$ cat src/rtl/te_gate_pkg.sv
package te_gate_pkg;
  typedef enum logic [1:0] {S_IDLE = 2'd0, S_WAIT = 2'd1, S_HOLD = 2'd2} tg_state_t;
  localparam logic [1:0] MODE_RISE = 2'd1;
  localparam logic [1:0] MODE_FALL = 2'd2;
endpackage

$ cat src/rtl/te_edge_sync.sv
module te_edge_sync (
  input  logic clk,
  input  logic rst,
  input  logic te_async,
  output logic rise,
  output logic fall
);
  logic meta_q, sync_q, prev_q;

  always_ff @(posedge clk) begin
    if (rst) begin
      meta_q <= 1'b0;
      sync_q <= 1'b0;
      prev_q <= 1'b0;
    end else begin
      meta_q <= te_async;
      sync_q <= meta_q;
      prev_q <= sync_q;
    end
  end

  assign rise = sync_q & ~prev_q;
  assign fall = ~sync_q & prev_q;

  // a detected rising transition cannot repeat on the next cycle
  p_rise_single_r4: assert property (@(posedge clk) disable iff (rst) rise |=> !rise);
endmodule

$ cat src/rtl/te_timebase.sv
module te_timebase #(
  parameter int RW = 4,
  parameter int CW = 16
) (
  input  logic          clk,
  input  logic          rst,
  input  logic          clr,
  input  logic [RW-1:0] div0_exp,
  input  logic [RW-1:0] div1_exp,
  output logic          tick
);
  logic [CW-1:0] c0_q, c1_q, lim0, lim1;
  logic          t0;

  assign lim0 = (CW'(1) << div0_exp) - CW'(1);
  assign lim1 = (CW'(1) << div1_exp) - CW'(1);
  assign t0   = (c0_q == lim0);
  assign tick = t0 && (c1_q == lim1);

  always_ff @(posedge clk) begin
    if (rst || clr) begin
      c0_q <= '0;
      c1_q <= '0;
    end else if (t0) begin
      c0_q <= '0;
      c1_q <= tick ? '0 : c1_q + CW'(1);
    end else begin
      c0_q <= c0_q + CW'(1);
    end
  end
endmodule

$ cat src/rtl/te_seq.sv
module te_seq
  import te_gate_pkg::*;
#(
  parameter int TW = 8
) (
  input  logic          clk,
  input  logic          rst,
  input  logic          req_valid,
  input  logic [1:0]    req_mode,
  input  logic          edge_rise,
  input  logic          edge_fall,
  input  logic          tick,
  input  logic [TW-1:0] timeout_ticks,
  input  logic [TW-1:0] wait_ticks,
  output logic          go,
  output logic          te_timeout,
  output logic          busy,
  output logic          tb_clr
);
  tg_state_t     state;
  logic          sel_fall;
  logic [TW-1:0] cnt;
  logic [TW:0]   cnt_inc;
  logic          is_sync, edge_hit;

  assign cnt_inc  = {1'b0, cnt} + (TW+1)'(1);
  assign is_sync  = (req_mode == MODE_RISE) || (req_mode == MODE_FALL);
  assign edge_hit = sel_fall ? edge_fall : edge_rise;
  assign tb_clr   = ((state == S_IDLE) && req_valid && is_sync) ||
                    ((state == S_WAIT) && edge_hit);

  always_ff @(posedge clk) begin
    if (rst) begin
      state      <= S_IDLE;
      go         <= 1'b0;
      te_timeout <= 1'b0;
      busy       <= 1'b0;
      cnt        <= '0;
      sel_fall   <= 1'b0;
    end else begin
      go         <= 1'b0;
      te_timeout <= 1'b0;
      case (state)
        S_IDLE: if (req_valid) begin
          if (is_sync) begin
            state    <= S_WAIT;
            busy     <= 1'b1;
            cnt      <= '0;
            sel_fall <= (req_mode == MODE_FALL);
          end else begin
            go <= 1'b1;
          end
        end
        S_WAIT: begin
          if (edge_hit) begin
            if (wait_ticks == '0) begin
              go    <= 1'b1;
              state <= S_IDLE;
              busy  <= 1'b0;
            end else begin
              state <= S_HOLD;
              cnt   <= '0;
            end
          end else if (tick) begin
            if (cnt_inc >= {1'b0, timeout_ticks}) begin
              te_timeout <= 1'b1;
              state      <= S_IDLE;
              busy       <= 1'b0;
            end else begin
              cnt <= cnt_inc[TW-1:0];
            end
          end
        end
        S_HOLD: if (tick) begin
          if (cnt_inc >= {1'b0, wait_ticks}) begin
            go    <= 1'b1;
            state <= S_IDLE;
            busy  <= 1'b0;
          end else begin
            cnt <= cnt_inc[TW-1:0];
          end
        end
        default: state <= S_IDLE;
      endcase
    end
  end

  // a release lasts one cycle
  p_go_pulse_r2: assert property (@(posedge clk) disable iff (rst) go |=> !go);
  // unsynchronised request released on the next edge
  p_fast_go_r2: assert property (@(posedge clk) disable iff (rst)
    ((state == S_IDLE) && req_valid && !is_sync) |=> go);
  // release and timeout are exclusive
  p_excl_r10: assert property (@(posedge clk) disable iff (rst) !(go && te_timeout));
  // expiry only on a slow tick
  p_to_on_tick_r7: assert property (@(posedge clk) disable iff (rst)
    ((state == S_WAIT) && !tick) |=> !te_timeout);
  // post-edge wait ends only on a slow tick
  p_hold_tick_r6: assert property (@(posedge clk) disable iff (rst)
    ((state == S_HOLD) && !tick) |=> !go);
endmodule

$ cat src/rtl/te_gate.sv
module te_gate #(
  parameter int TW = 8,
  parameter int RW = 4,
  parameter int CW = 16
) (
  input  logic          clk,
  input  logic          rst,
  input  logic          req_valid,
  input  logic [1:0]    req_mode,
  input  logic          te_async,
  input  logic [RW-1:0] div0_exp,
  input  logic [RW-1:0] div1_exp,
  input  logic [TW-1:0] timeout_ticks,
  input  logic [TW-1:0] wait_ticks,
  output logic          go,
  output logic          te_timeout,
  output logic          busy
);
  logic rise, fall, tick, tb_clr;

  te_edge_sync u_sync (
    .clk(clk), .rst(rst), .te_async(te_async), .rise(rise), .fall(fall)
  );

  te_timebase #(.RW(RW), .CW(CW)) u_tb (
    .clk(clk), .rst(rst), .clr(tb_clr), .div0_exp(div0_exp),
    .div1_exp(div1_exp), .tick(tick)
  );

  te_seq #(.TW(TW)) u_seq (
    .clk(clk), .rst(rst), .req_valid(req_valid), .req_mode(req_mode),
    .edge_rise(rise), .edge_fall(fall), .tick(tick),
    .timeout_ticks(timeout_ticks), .wait_ticks(wait_ticks),
    .go(go), .te_timeout(te_timeout), .busy(busy), .tb_clr(tb_clr)
  );
endmodule

$ cat config.mk
export PLATFORM = sky130hd
export DESIGN_NAME = te_gate
export DESIGN_NICKNAME = d
export VERILOG_FILES = /design/src/rtl/te_gate_pkg.sv /design/src/rtl/te_edge_sync.sv /design/src/rtl/te_timebase.sv /design/src/rtl/te_seq.sv /design/src/rtl/te_gate.sv
export SDC_FILE = /design/constraint.sdc
export NUM_CORES = 1
export LEC_CHECK = 0
export ABC_AREA = 1
export BUFFER_PORTS_ARGS = -buffer_cell sky130_fd_sc_hd__buf_4
export CAP_MARGIN = 20
export CORE_MARGIN = 3
export CORE_UTILIZATION = 57
export CTS_CLUSTER_DIAMETER = 200
export DETAILED_ROUTE_END_ITERATION = 6
export PLACE_DENSITY = 0.76
export SKIP_LAST_GASP = 1
export SYNTH_ARGS = -nofsm -noshare
export SYNTH_HDL_FRONTEND = slang
export SYNTH_SLANG_ARGS = --single-unit
$ cat constraint.sdc
create_clock -name clk -period 9.5 [get_ports clk]
set_input_delay 2.85 -clock clk [delete_from_list [all_inputs] [get_ports clk]]
set_output_delay 2.85 -clock clk [all_outputs]
set_load 0.01 [all_outputs]
==> metrics.md, run 1 <==
| Metric | Value |
|---|---|
| Setup Viol. Count Final | `0` |
| Period Utilization, post-route | `0.593` |
| Multi-input gate area | `2990 um^2` |
| Die width | `95.0 um` |
| Max-Cap Viols | `0` |
| Storage element area | `981 um^2` |
| Clock-pin slew on the worst setup and hold paths | `90 ps` |
| CTS tree | `yes` |
| I/O Buffers | `32` |
| Initial antenna violation count | `0` |
| Remaining DRCs | `0` |
| CP max FO | `16` |
| Fillers | `711` |
| Final Hold Vio Count | `0` |
| 1st-iter DRT viols | `408` |
| Kind of critical path | `input port to register` |
| Critical Path AT | `5830 ps` |
| Hold buffers post-CTS | `0` |
| Share of layout cells above drive strength 1 | `0.0741` |
| Full die area | `9020 um^2` |
| Cells after Synth | `780` |
| Worst reg2reg startpoint | `u_seq.cnt[0]` |
| Chip height | `95.0 um` |
| Post-route setup slack | `3870 ps` |
| Mapped Avg Cell Area | `5.79 um^2` |
| Kind of end point of the critical path | `register` |
| Skew final | `16.0 ps` |
| Seq pwr share | `0.331` |
| CTS Buffer Depth | `2` |
| Fin cells | `909` |
| Max-slew violations | `0` |
| Vias in the first global route | `4607` |
| Initial Util | `0.606` |
| Global-route wire length before repair | `20700 um` |
| Pwr/cell area | `154 nW/um^2` |
| Setup Buffers After CTS | `0` |
| Actual slew at the worst max-slew pin | `859 ps` |
| Cells after DPL | `901` |
| Post_cts resized | `0` |
| RSZ-0062 raised after global routing | `false` |
| Min Clock Period, post-route | `5630 ps` |
| Worst EP required | `9700 ps` |
| Sequential area share after synthesis | `0.217` |
| Number of diodes | `0` |
| Mapped cell area | `4510 um^2` |
| Clk_lat worst skew | `310 ps` |
| Worst slew margin | `0.424` |
| Vias | `4982` |
| Setup_tns | `0 ps` |
| Max VDD drop | `0.000116 V` |
| Switching power | `0.322 mW` |
| Status | `finished, final reports clean` |
| Worst hold path type | `register to register` |
| Pre-CTS setup slack | `3590 ps` |
| Depth of the CTS H-tree | `2` |
| Unique masters post-synth | `40` |
| # IOs | `33` |
| Internal power | `0.439 mW` |
| # rows | `31` |
| Vias/cell | `5.48` |
| Routed len/inst | `13.5 um` |
| Nets | `865` |
| Clk root buf | `clkbuf_8` |
| Overall routed net length | `12300 um` |
| Post-Syn Nets | `836` |
| Final HPWL from detailed placement | `9860 um` |
| Pleak | `2.41 nW` |
| Yosys reg bits | `49` |
| Detailed Routing Iterations Pass 1 | `7` |
| Hold Startpoint | `u_sync.meta_q` |
| Total core area | `7450 um^2` |
| Fmax | `178 MHz` |
| GRT Overall Usage | `0.286` |
| Grt total ovfl | `0` |
| Pin count of the biggest net entering global routing | `17` |
| Crit. Startpoint | `div0_exp[1]` |
| Clock buffer count from CTS | `5` |
| Layout area overhead | `9.42%` |
| R2R Setup Slk | `6020 ps` |
| Detail Route Antenna Nets | `0` |
| Sw Ratio | `0.423` |
| CTS Sinks | `49` |
| Logic gate share of total power | `0.468` |
| Worst setup SP type | `input port` |
| Routability congestion estimate | `0.996` |
| Syn. warnings | `0` |
| Clock power share | `0.201` |
==> through the flow <==
step / hold slack (ps) / total power [mW] / cell area [um^2] / utilization
after CTS: 429 / 0.755 / 4940 / 0.663
after global routing: 454 / 0.824 / 4940 / 0.663
after global placement: 396 / 0.591 / 4830 / 0.648
final: 424 / 0.761 / 4940 / 0.663
after detailed placement: 414 / 0.605 / 4830 / 0.648
after floorplan: 388 / 0.519 / 4510 / -
==> cell families (layout without fill, tap and decap cells) <==
kind of cell               after synthesis  count (layout)  synth area share
DFF                                     49              49             0.217
buffers and inverters                  142             172             0.121
adders and majority gates               26              26            0.0721
AOI/OAI and AO/OA                       56              56            0.0701
xor gates and xnor gates                22              22            0.0427
and+or+nand+nor                        485             485             0.477
==> cell usage in the layout (no fill, tap or decap), drive strengths merged <==
cell type | synthesis | layout
o21bai | 1 | 1
or2 | 2 | 2
inv | 131 | 131
nor3 | 20 | 20
nor4b | 1 | 1
a211oi | 1 | 1
clkinv | 1 | 2
and2 | 2 | 2
xor2 | 18 | 18
a21oi | 31 | 31
nor2 | 102 | 102
buf | 7 | 32
nor4 | 9 | 9
dfxtp | 49 | 49
xnor2 | 4 | 4
nor3b | 5 | 5
o21a | 3 | 3
ha | 26 | 26
nand2 | 238 | 238
bufinv | 0 | 1
o21ai | 13 | 13
o2111ai | 2 | 2
nand4 | 26 | 26
o211ai | 2 | 2
and3 | 3 | 3
nand3b | 8 | 8
nand3 | 69 | 69
a31oi | 3 | 3
clkbuf | 3 | 6
==> layout make-up <==
class	instances	share of cell area
Multi-Input combinational cell	589	0.605
Inverter	132	0.100
Clock buffer	6	0.0147
Clock inverter	2	0.00785
Tap cell	99	0.0251
Timing Repair Buffer	32	0.0486
Sequential cell	49	0.199
==> critical path, stage by stage <==
cell	delay (ps)
buf_4	150
nor2_1	220
nand2_1	130
ha_1	270
xnor2_1	200
xnor2_1	180
nand2_1	80
nor2_1	110
nand3_1	80
nor2_1	570
inv_2	240
nand2_1	500
o21bai_1	190
a21oi_1	50
==> flip-flops by register name, indices dropped and copies added, names as in the netlist, 2 cells and up <==
register	cells
u_tb.c0_q	16
u_seq.cnt	8
u_tb.c1_q	16
u_seq.state	2
==> power groups by stage <==
stage / clock (mW) / combinational [mW] / sequential [mW]
final: 0.153 / 0.356 / 0.252
after global routing: 0.161 / 0.408 / 0.255
after CTS: 0.153 / 0.351 / 0.251
after detailed placement: 0 / 0.348 / 0.256
after global placement: 0 / 0.337 / 0.254
after floorplan: 0 / 0.268 / 0.251
==> cell usage after synthesis (all sizes together) <==
| cell | n | share of area |
|---|---|---|
| o211ai | 2 | 0.0033 |
| o2111ai | 2 | 0.0039 |
| nor4 | 9 | 0.012 |
| o21a | 3 | 0.0050 |
| ha | 26 | 0.072 |
| o21bai | 1 | 0.0017 |
| xnor2 | 4 | 0.0078 |
| or2 | 2 | 0.0028 |
| nand3 | 69 | 0.080 |
| nor3 | 20 | 0.022 |
| nor4b | 1 | 0.0019 |
| and3 | 3 | 0.0042 |
| nor3b | 5 | 0.0083 |
| nand3b | 8 | 0.013 |
| a31oi | 3 | 0.0042 |
| buf | 7 | 0.0086 |
| clkbuf | 3 | 0.0025 |
| nand4 | 26 | 0.036 |
| a21oi | 31 | 0.036 |
| clkinv | 1 | 0.00083 |
| xor2 | 18 | 0.035 |
| dfxtp | 49 | 0.22 |
| nor2 | 102 | 0.091 |
| o21ai | 13 | 0.014 |
| inv | 131 | 0.11 |
| and2 | 2 | 0.0028 |
| nand2 | 238 | 0.20 |
| a211oi | 1 | 0.0017 |
==> per-layer routing <==
layer  track usage  share of wire  wire length [um]
met4         0.115          0.031               382
met1         0.362           0.43              5260
met2         0.490           0.48              5950
met3        0.0335          0.056               693
met5             0              0                 0
==> worst paths after layout <==
check,end,cells past startpoint
worst max-delay path,u_tb.c0_q[13],14
worst max register to register,u_seq.cnt[0],17
worst min-delay path,u_sync.sync_q,2
worst min register to register,u_sync.sync_q,2
(Power assumes the default switching activity.)
==> run 2: changes to the inputs <==
--- a/config.mk
+++ b/config.mk
@@ -5,14 +5,14 @@
 export SDC_FILE = /design/constraint.sdc
 export NUM_CORES = 1
 export LEC_CHECK = 0
-export ABC_AREA = 1
+export ABC_AREA = 0
 export BUFFER_PORTS_ARGS = -buffer_cell sky130_fd_sc_hd__buf_4
 export CAP_MARGIN = 20
 export CORE_MARGIN = 3
-export CORE_UTILIZATION = 57
+export CORE_UTILIZATION = 55
 export CTS_CLUSTER_DIAMETER = 200
 export DETAILED_ROUTE_END_ITERATION = 6
-export PLACE_DENSITY = 0.76
+export PLACE_DENSITY = 0.77
 export SKIP_LAST_GASP = 1
 export SYNTH_ARGS = -nofsm -noshare
 export SYNTH_HDL_FRONTEND = slang
==> constraint.sdc (replaced) <==
create_clock -name clk -period 4.89 [get_ports clk]
set_input_delay 1.467 -clock clk [delete_from_list [all_inputs] [get_ports clk]]
set_output_delay 1.467 -clock clk [all_outputs]
set_load 0.01 [all_outputs]
==> run 2 against run 1 <==
Flip-flop and latch count stayed put. Via count is 20% lower. Cell count shrank 26%. Largest power group is now registers. Sequential power rose by 63%. Area after synthesis is 5.9% lower. Critical endpoint is now u_seq.state[1].
==> metrics.md, run 2 <==
| Metric | Value |
|---|---|
| Synth area leader | `dfxtp_1` |
| Hold buffers post-CTS | `0` |
| Worst EP required | `5120 ps` |
| Total core area | `7370 um^2` |
| Global-route wire length before repair | `16600 um` |
| Kind of end point of the critical path | `register` |
| Skew final | `15.2 ps` |
| Hold Slack | `452 ps` |
| Leading post-synthesis cells by instance count | `nor2_1, dfxtp_1, nand2_1` |
| Status | `finished, final reports clean` |
| Final Hold Vio Count | `0` |
| I/O Buffers | `32` |
| Clock-pin slew on the worst setup and hold paths | `110 ps` |
| Post_cts resized | `0` |
| Layout area overhead | `10.6%` |
| Total power | `0.861 mW` |
| Grt total ovfl | `0` |
| Fin util | `0.637` |
| Sequential area share after synthesis | `0.231` |
| CTS tree | `yes` |
| Vias | `4003` |
| Post-synth EDFFs | `0` |
| Commonest non-fill, non-tap cell in the layout | `nor2_1` |
| Chip height | `93.9 um` |
| Setup Viol. Count Final | `0` |
| Slowest CP cell | `or4b_1` |
| Nets | `625` |
| # IOs | `33` |
| GRT Overall Usage | `0.226` |
| Initial Util | `0.576` |
| Full die area | `8810 um^2` |
| Final HPWL from detailed placement | `7650 um` |
| Period Utilization, post-route | `0.925` |
| Mapped cell area | `4250 um^2` |
| Detail Route Antenna Nets | `0` |
| Largest regs | `u_tb.c0_q (16), u_tb.c1_q (16), u_seq.cnt (8)` |
| Worst hold path type | `register to register` |
| Detailed Routing Iterations Pass 1 | `5` |
| Setup Buffers After CTS | `0` |
| Mapped Avg Cell Area | `7.85 um^2` |
| Min Clock Period, post-route | `4520 ps` |
| CTS Sinks | `49` |
| Initial antenna violation count | `0` |
| Share of layout cells above drive strength 1 | `0.154` |
| Routability congestion estimate | `0.990` |
| CP max FO | `7` |
| Max-Cap Viols | `0` |
| Pin count of the biggest net entering global routing | `26` |
| Remaining DRCs | `0` |
| Critical Path Max Stage Delay | `550 ps` |
| Routed len/inst | `14.8 um` |
| Vias in the first global route | `3559` |
| Clock buffer count from CTS | `5` |
| Synth top area cells | `dfxtp_1, ha_1, xnor2_1` |
| Max VDD drop | `0.000117 V` |
| Worst slew margin | `0.421` |
| CTS Buffer Depth | `2` |
| 1st-iter DRT viols | `273` |
| Pleak | `1.86 nW` |
| Setup_tns | `0 ps` |
| Die width | `93.9 um` |
| Depth of the CTS H-tree | `2` |
| Synth top area share | `0.231` |
| Vias/cell | `5.98` |
| Post-Syn Nets | `597` |
| Kind of critical path | `input port to register` |
| Clk root buf | `clkbuf_8` |
| Yosys reg bits | `49` |
| Overall routed net length | `9900 um` |
| Commonest non-fill, non-tap cells in the layout | `nor2_1, dfxtp_1, buf_4, nand2_1, inv_1` |
| Fmax | `221 MHz` |
| Syn. warnings | `0` |
| FFs w/ async S/R, synth | `0` |
| Post-DP Area | `4600 um^2` |
| Worst setup SP type | `input port` |
| Cell breakdown of the critical path | `buf_4, or4_4, ha_1, or4b_1, a21oi_2, o21ai_0, a2111oi_4, nand4_4, o31a_1, or2_4, o41ai_2` |
| Actual slew at the worst max-slew pin | `862 ps` |
| Number of diodes | `0` |
| # rows | `31` |
| Unique masters post-synth | `84` |
| Final instance area | `4700 um^2` |
| RSZ-0062 raised after global routing | `false` |
| Pwr/cell area | `183 nW/um^2` |
| Critical Path AT | `4750 ps` |
| Max-slew violations | `0` |
| Cells after Synth | `541` |
| Top-count cell post-synth | `nor2_1` |
| Leading register cell type out of synthesis | `dfxtp_1` |
| Clk_lat worst skew | `310 ps` |
run 2: cell types whose count changed after synthesis, moves of 6 or more:
cell and delta:
a31oi_1 +6, buf_2 +6, clkbuf_1 +7, inv_1 -94
nand2_1 -189, nand2b_1 +10, nand3_1 -45, nand4_1 -19
nor2_1 -38, nor2b_1 +12, nor4_2 +7, o21ai_0 +13
xnor2_1 +27
run 2: where the power goes:
group	switching [mW]	internal (mW)	leakage, nW
clock	0.155	0.107	0.0506
sequential	0.00611	0.405	0.396
combinational	0.102	0.0857	1.41
total	0.263	0.598	1.86
run 2: cells by family after synthesis:
logic type               Yosys count  share of synthesized area
AO/OA/AOI/OAI                    115                      0.196
XOR/XNOR                          44                     0.0907
adder cells (fa/ha/maj)           26                     0.0766
buffers and inverters             60                     0.0669
flip-flops                        49                      0.231
multiplexers                       3                    0.00707
AND/OR/NAND/NOR                  244                      0.331
run 2: cell type report:
cell class	instances	area [um^2]
clock buffers	5	68.8
well taps	99	124
flip-flops and latches	49	981
repair buffers	49	393
clock inverters	3	28.8
multi-input cells	432	2980
fillers	659	2670
inverters	32	120
run 2: stage by stage:
stage                     cells  setup WS [ps]
final                       669            368
after global routing        669            182
after CTS                   669            362
after detailed placement    661           32.6
after global placement      661            114
after floorplan             541            181
run 2: metal layers:
layer,wire length [um],vias up,track usage
met2,4660,99,0.371
li1,-,2009,-
met4,52,0,0.0421
met5,0,-,0
met1,4710,1890,0.318
met3,477,5,0.0296
run 2: path summary, 6_finish.rpt:
check	startpoint	end	slack, ps	cells after the start
hold / removal	u_sync.meta_q	u_sync.sync_q	450	1
setup reg to reg	u_seq.cnt[2]	u_seq.cnt[3]	1390	12
setup / recovery	div0_exp[3]	u_seq.state[1]	370	11
hold reg to reg	u_sync.meta_q	u_sync.sync_q	450	1
run 2: critical path: cells and delay by family:
family          cells  cell delay (ps)
simple gates        4             1520
compound gates      5             1380
fa+ha+maj           1              280
buf+inv             1              110
==> run 3: changes to the inputs <==
--- a/config.mk
+++ b/config.mk
@@ -9,10 +9,11 @@
 export BUFFER_PORTS_ARGS = -buffer_cell sky130_fd_sc_hd__buf_4
 export CAP_MARGIN = 20
 export CORE_MARGIN = 3
-export CORE_UTILIZATION = 55
+export CORE_UTILIZATION = 57
 export CTS_CLUSTER_DIAMETER = 200
 export DETAILED_ROUTE_END_ITERATION = 6
-export PLACE_DENSITY = 0.77
+export PLACE_DENSITY = 0.76
+export SETUP_SLACK_MARGIN = 0.5
 export SKIP_LAST_GASP = 1
 export SYNTH_ARGS = -nofsm -noshare
 export SYNTH_HDL_FRONTEND = slang
==> constraint.sdc (replaced) <==
create_clock -name clk -period 5.6 [get_ports clk]
set_input_delay 1.68 -clock clk [delete_from_list [all_inputs] [get_ports clk]]
set_output_delay 1.68 -clock clk [all_outputs]
set_load 0.01 [all_outputs]
==> run 3 against run 2 <==
Worst hold slack better by 13 ps. Critical path depth unchanged. Die area down 3.3%. First-iteration DRC count down 21%. Combinational power down 17%. Register-to-register slack better by 720 ps. Global-route usage up 0.51 points. Clock skew down 5.0 ps. Cell area down 2.3%. Highest routed layer unchanged.
==> metrics.md, run 3 (synthesis gave the netlist of run 2 again) <==
| Metric | Value |
|---|---|
| Fin cells | `655` |
| Largest regs | `u_tb.c0_q (16), u_tb.c1_q (16), u_seq.cnt (8)` |
| Fin util | `0.654` |
| # rows | `30` |
| Initial Util | `0.605` |
| Max VDD drop | `0.000114 V` |
| Critical Path AT | `5110 ps` |
| Actual slew at the worst max-slew pin | `791 ps` |
| I/O Buffers | `32` |
| Final HPWL from detailed placement | `7500 um` |
| Routability congestion estimate | `0.916` |
| Setup Buffers After CTS | `0` |
| CP max FO | `15` |
| Max-Cap Viols | `0` |
| RSZ-0062 raised after global routing | `false` |
| Commonest non-fill, non-tap cells in the layout | `nor2_1, dfxtp_1, nand2_1, buf_4, inv_1` |
| Final Hold Vio Count | `0` |
| Share of layout cells above drive strength 1 | `0.141` |
| Number of diodes | `0` |
| Worst setup SP type | `input port` |
| Detail Route Antenna Nets | `0` |
| GRT Overall Usage | `0.231` |
| # IOs | `33` |
| R2R depth | `12` |
| Total power | `0.745 mW` |
| Commonest non-fill, non-tap cell in the layout | `nor2_1` |
| Remaining DRCs | `0` |
| Status | `finished, final reports clean` |
| Detailed Routing Iterations Pass 1 | `4` |
| Worst slew margin | `0.469` |
| Vias in the first global route | `3505` |
| Clock power share | `0.309` |
| Pwr/cell area | `162 nW/um^2` |
| Critical R2R Capture | `u_seq.cnt[3]` |
| Layout area overhead | `8.10%` |
| Depth of the CTS H-tree | `2` |
| Worst EP required | `5820 ps` |
| Skew final | `10.1 ps` |
| Hold buffers post-CTS | `0` |
| Chip height | `92.3 um` |
| CTS Buffer Depth | `2` |
| Vias/cell | `5.99` |
| Vias | `3924` |
| Logic gate share of total power | `0.208` |
| Hold Startpoint | `u_sync.meta_q` |
| Period Utilization, post-route | `0.874` |
| Initial antenna violation count | `0` |
| R2R Setup Slk | `2110 ps` |
| Hold EP | `u_sync.sync_q` |
| Switching power | `0.230 mW` |
| Post-route setup slack | `705 ps` |
| Worst hold path type | `register to register` |
| Full die area | `8520 um^2` |
| Die width | `92.3 um` |
| Grt total ovfl | `0` |
| Pin count of the biggest net entering global routing | `27` |
| Min Clock Period, post-route | `4890 ps` |
| Overall routed net length | `9800 um` |
| Pleak | `1.79 nW` |
| Clock buffer count from CTS | `5` |
| Sw Ratio | `0.308` |
| Global-route wire length before repair | `16500 um` |
| CTS tree | `yes` |
| Clock-pin slew on the worst setup and hold paths | `100 ps` |
| 1st-iter DRT viols | `216` |
| Setup_tns | `0 ps` |
| Max-slew violations | `0` |
| CTS Sinks | `49` |
| Seq pwr share | `0.483` |
| Clk_lat worst skew | `310 ps` |
| Clk root buf | `clkbuf_8` |
| Nets | `614` |
| Internal power | `0.515 mW` |
| Kind of end point of the critical path | `register` |
| Fmax | `204 MHz` |
| Total core area | `7020 um^2` |
| Pre-CTS setup slack | `305 ps` |
| Kind of critical path | `input port to register` |
| Hold depth | `1` |
| Cells after DPL | `647` |
| Routed len/inst | `15.0 um` |
| Setup Viol. Count Final | `0` |
| Worst reg2reg startpoint | `u_seq.cnt[0]` |
-- run 3: what timing repair did --
item | 4_1_cts | 5_1_grt
endpoints found under the hold margin | 0 | 0
resized for setup | 0 | 2
endpoints found under the setup margin | 0 | 12
-- run 3: worst max-delay path: stages --
cell,delay [ps]
buf_4,160
or4_4,530
ha_2,280
or4b_1,560
a21oi_2,160
o21ai_0,180
a2111oi_4,400
nand4_4,200
o31a_1,380
or2_4,280
o41ai_2,300
-- run 3: metal layers --
layer	share of wire	up-vias	wire length (um)	track usage
met5	0	-	0	0
met4	0.0064	0	63	0.0421
met3	0.051	6	496	0.0292
met2	0.45	89	4390	0.359
met1	0.50	1842	4860	0.344
li1	-	1987	-	-
-- run 3: through the flow --
step           hold slack [ps]  area (um^2)
3_3_place_gp               440         4490
3_5_place_dp               438         4490
5_1_grt                    491         4590
4_1_cts                    465         4590
6_report                   465         4590
2_1_floorplan              414         4250
-- run 3: how the worst max path moves through the flow --
stage	cells after the start	slack, ps	start	endpoint
2_1_floorplan	11	680	div0_exp[0]	u_seq.state[1]
3_3_place_gp	11	420	div0_exp[0]	u_seq.state[1]
3_5_place_dp	11	300	div0_exp[0]	u_seq.state[1]
4_1_cts	11	620	div0_exp[0]	u_seq.state[1]
5_1_grt	11	590	div0_exp[0]	u_seq.state[1]
6_report	11	710	div0_exp[0]	u_seq.state[1]
-- run 3: layout make-up --
type / count / area (um^2)
multi-input cells: 432 / 2990
inverters: 32 / 120
flip-flops and latches: 49 / 981
clock buffers: 5 / 68.8
well taps: 96 / 120
clock inverters: 3 / 28.8
repair buffers: 38 / 285
fillers: 633 / 2430
-- run 3: power groups by stage --
stage | Sequential (mW) | Clock, mW | Combinational, mW
detailed placement | 0.367 | 0 | 0.153
finish | 0.360 | 0.230 | 0.155
global placement | 0.367 | 0 | 0.150
global route | 0.360 | 0.246 | 0.171
CTS | 0.359 | 0.234 | 0.153
floorplan | 0.366 | 0 | 0.112
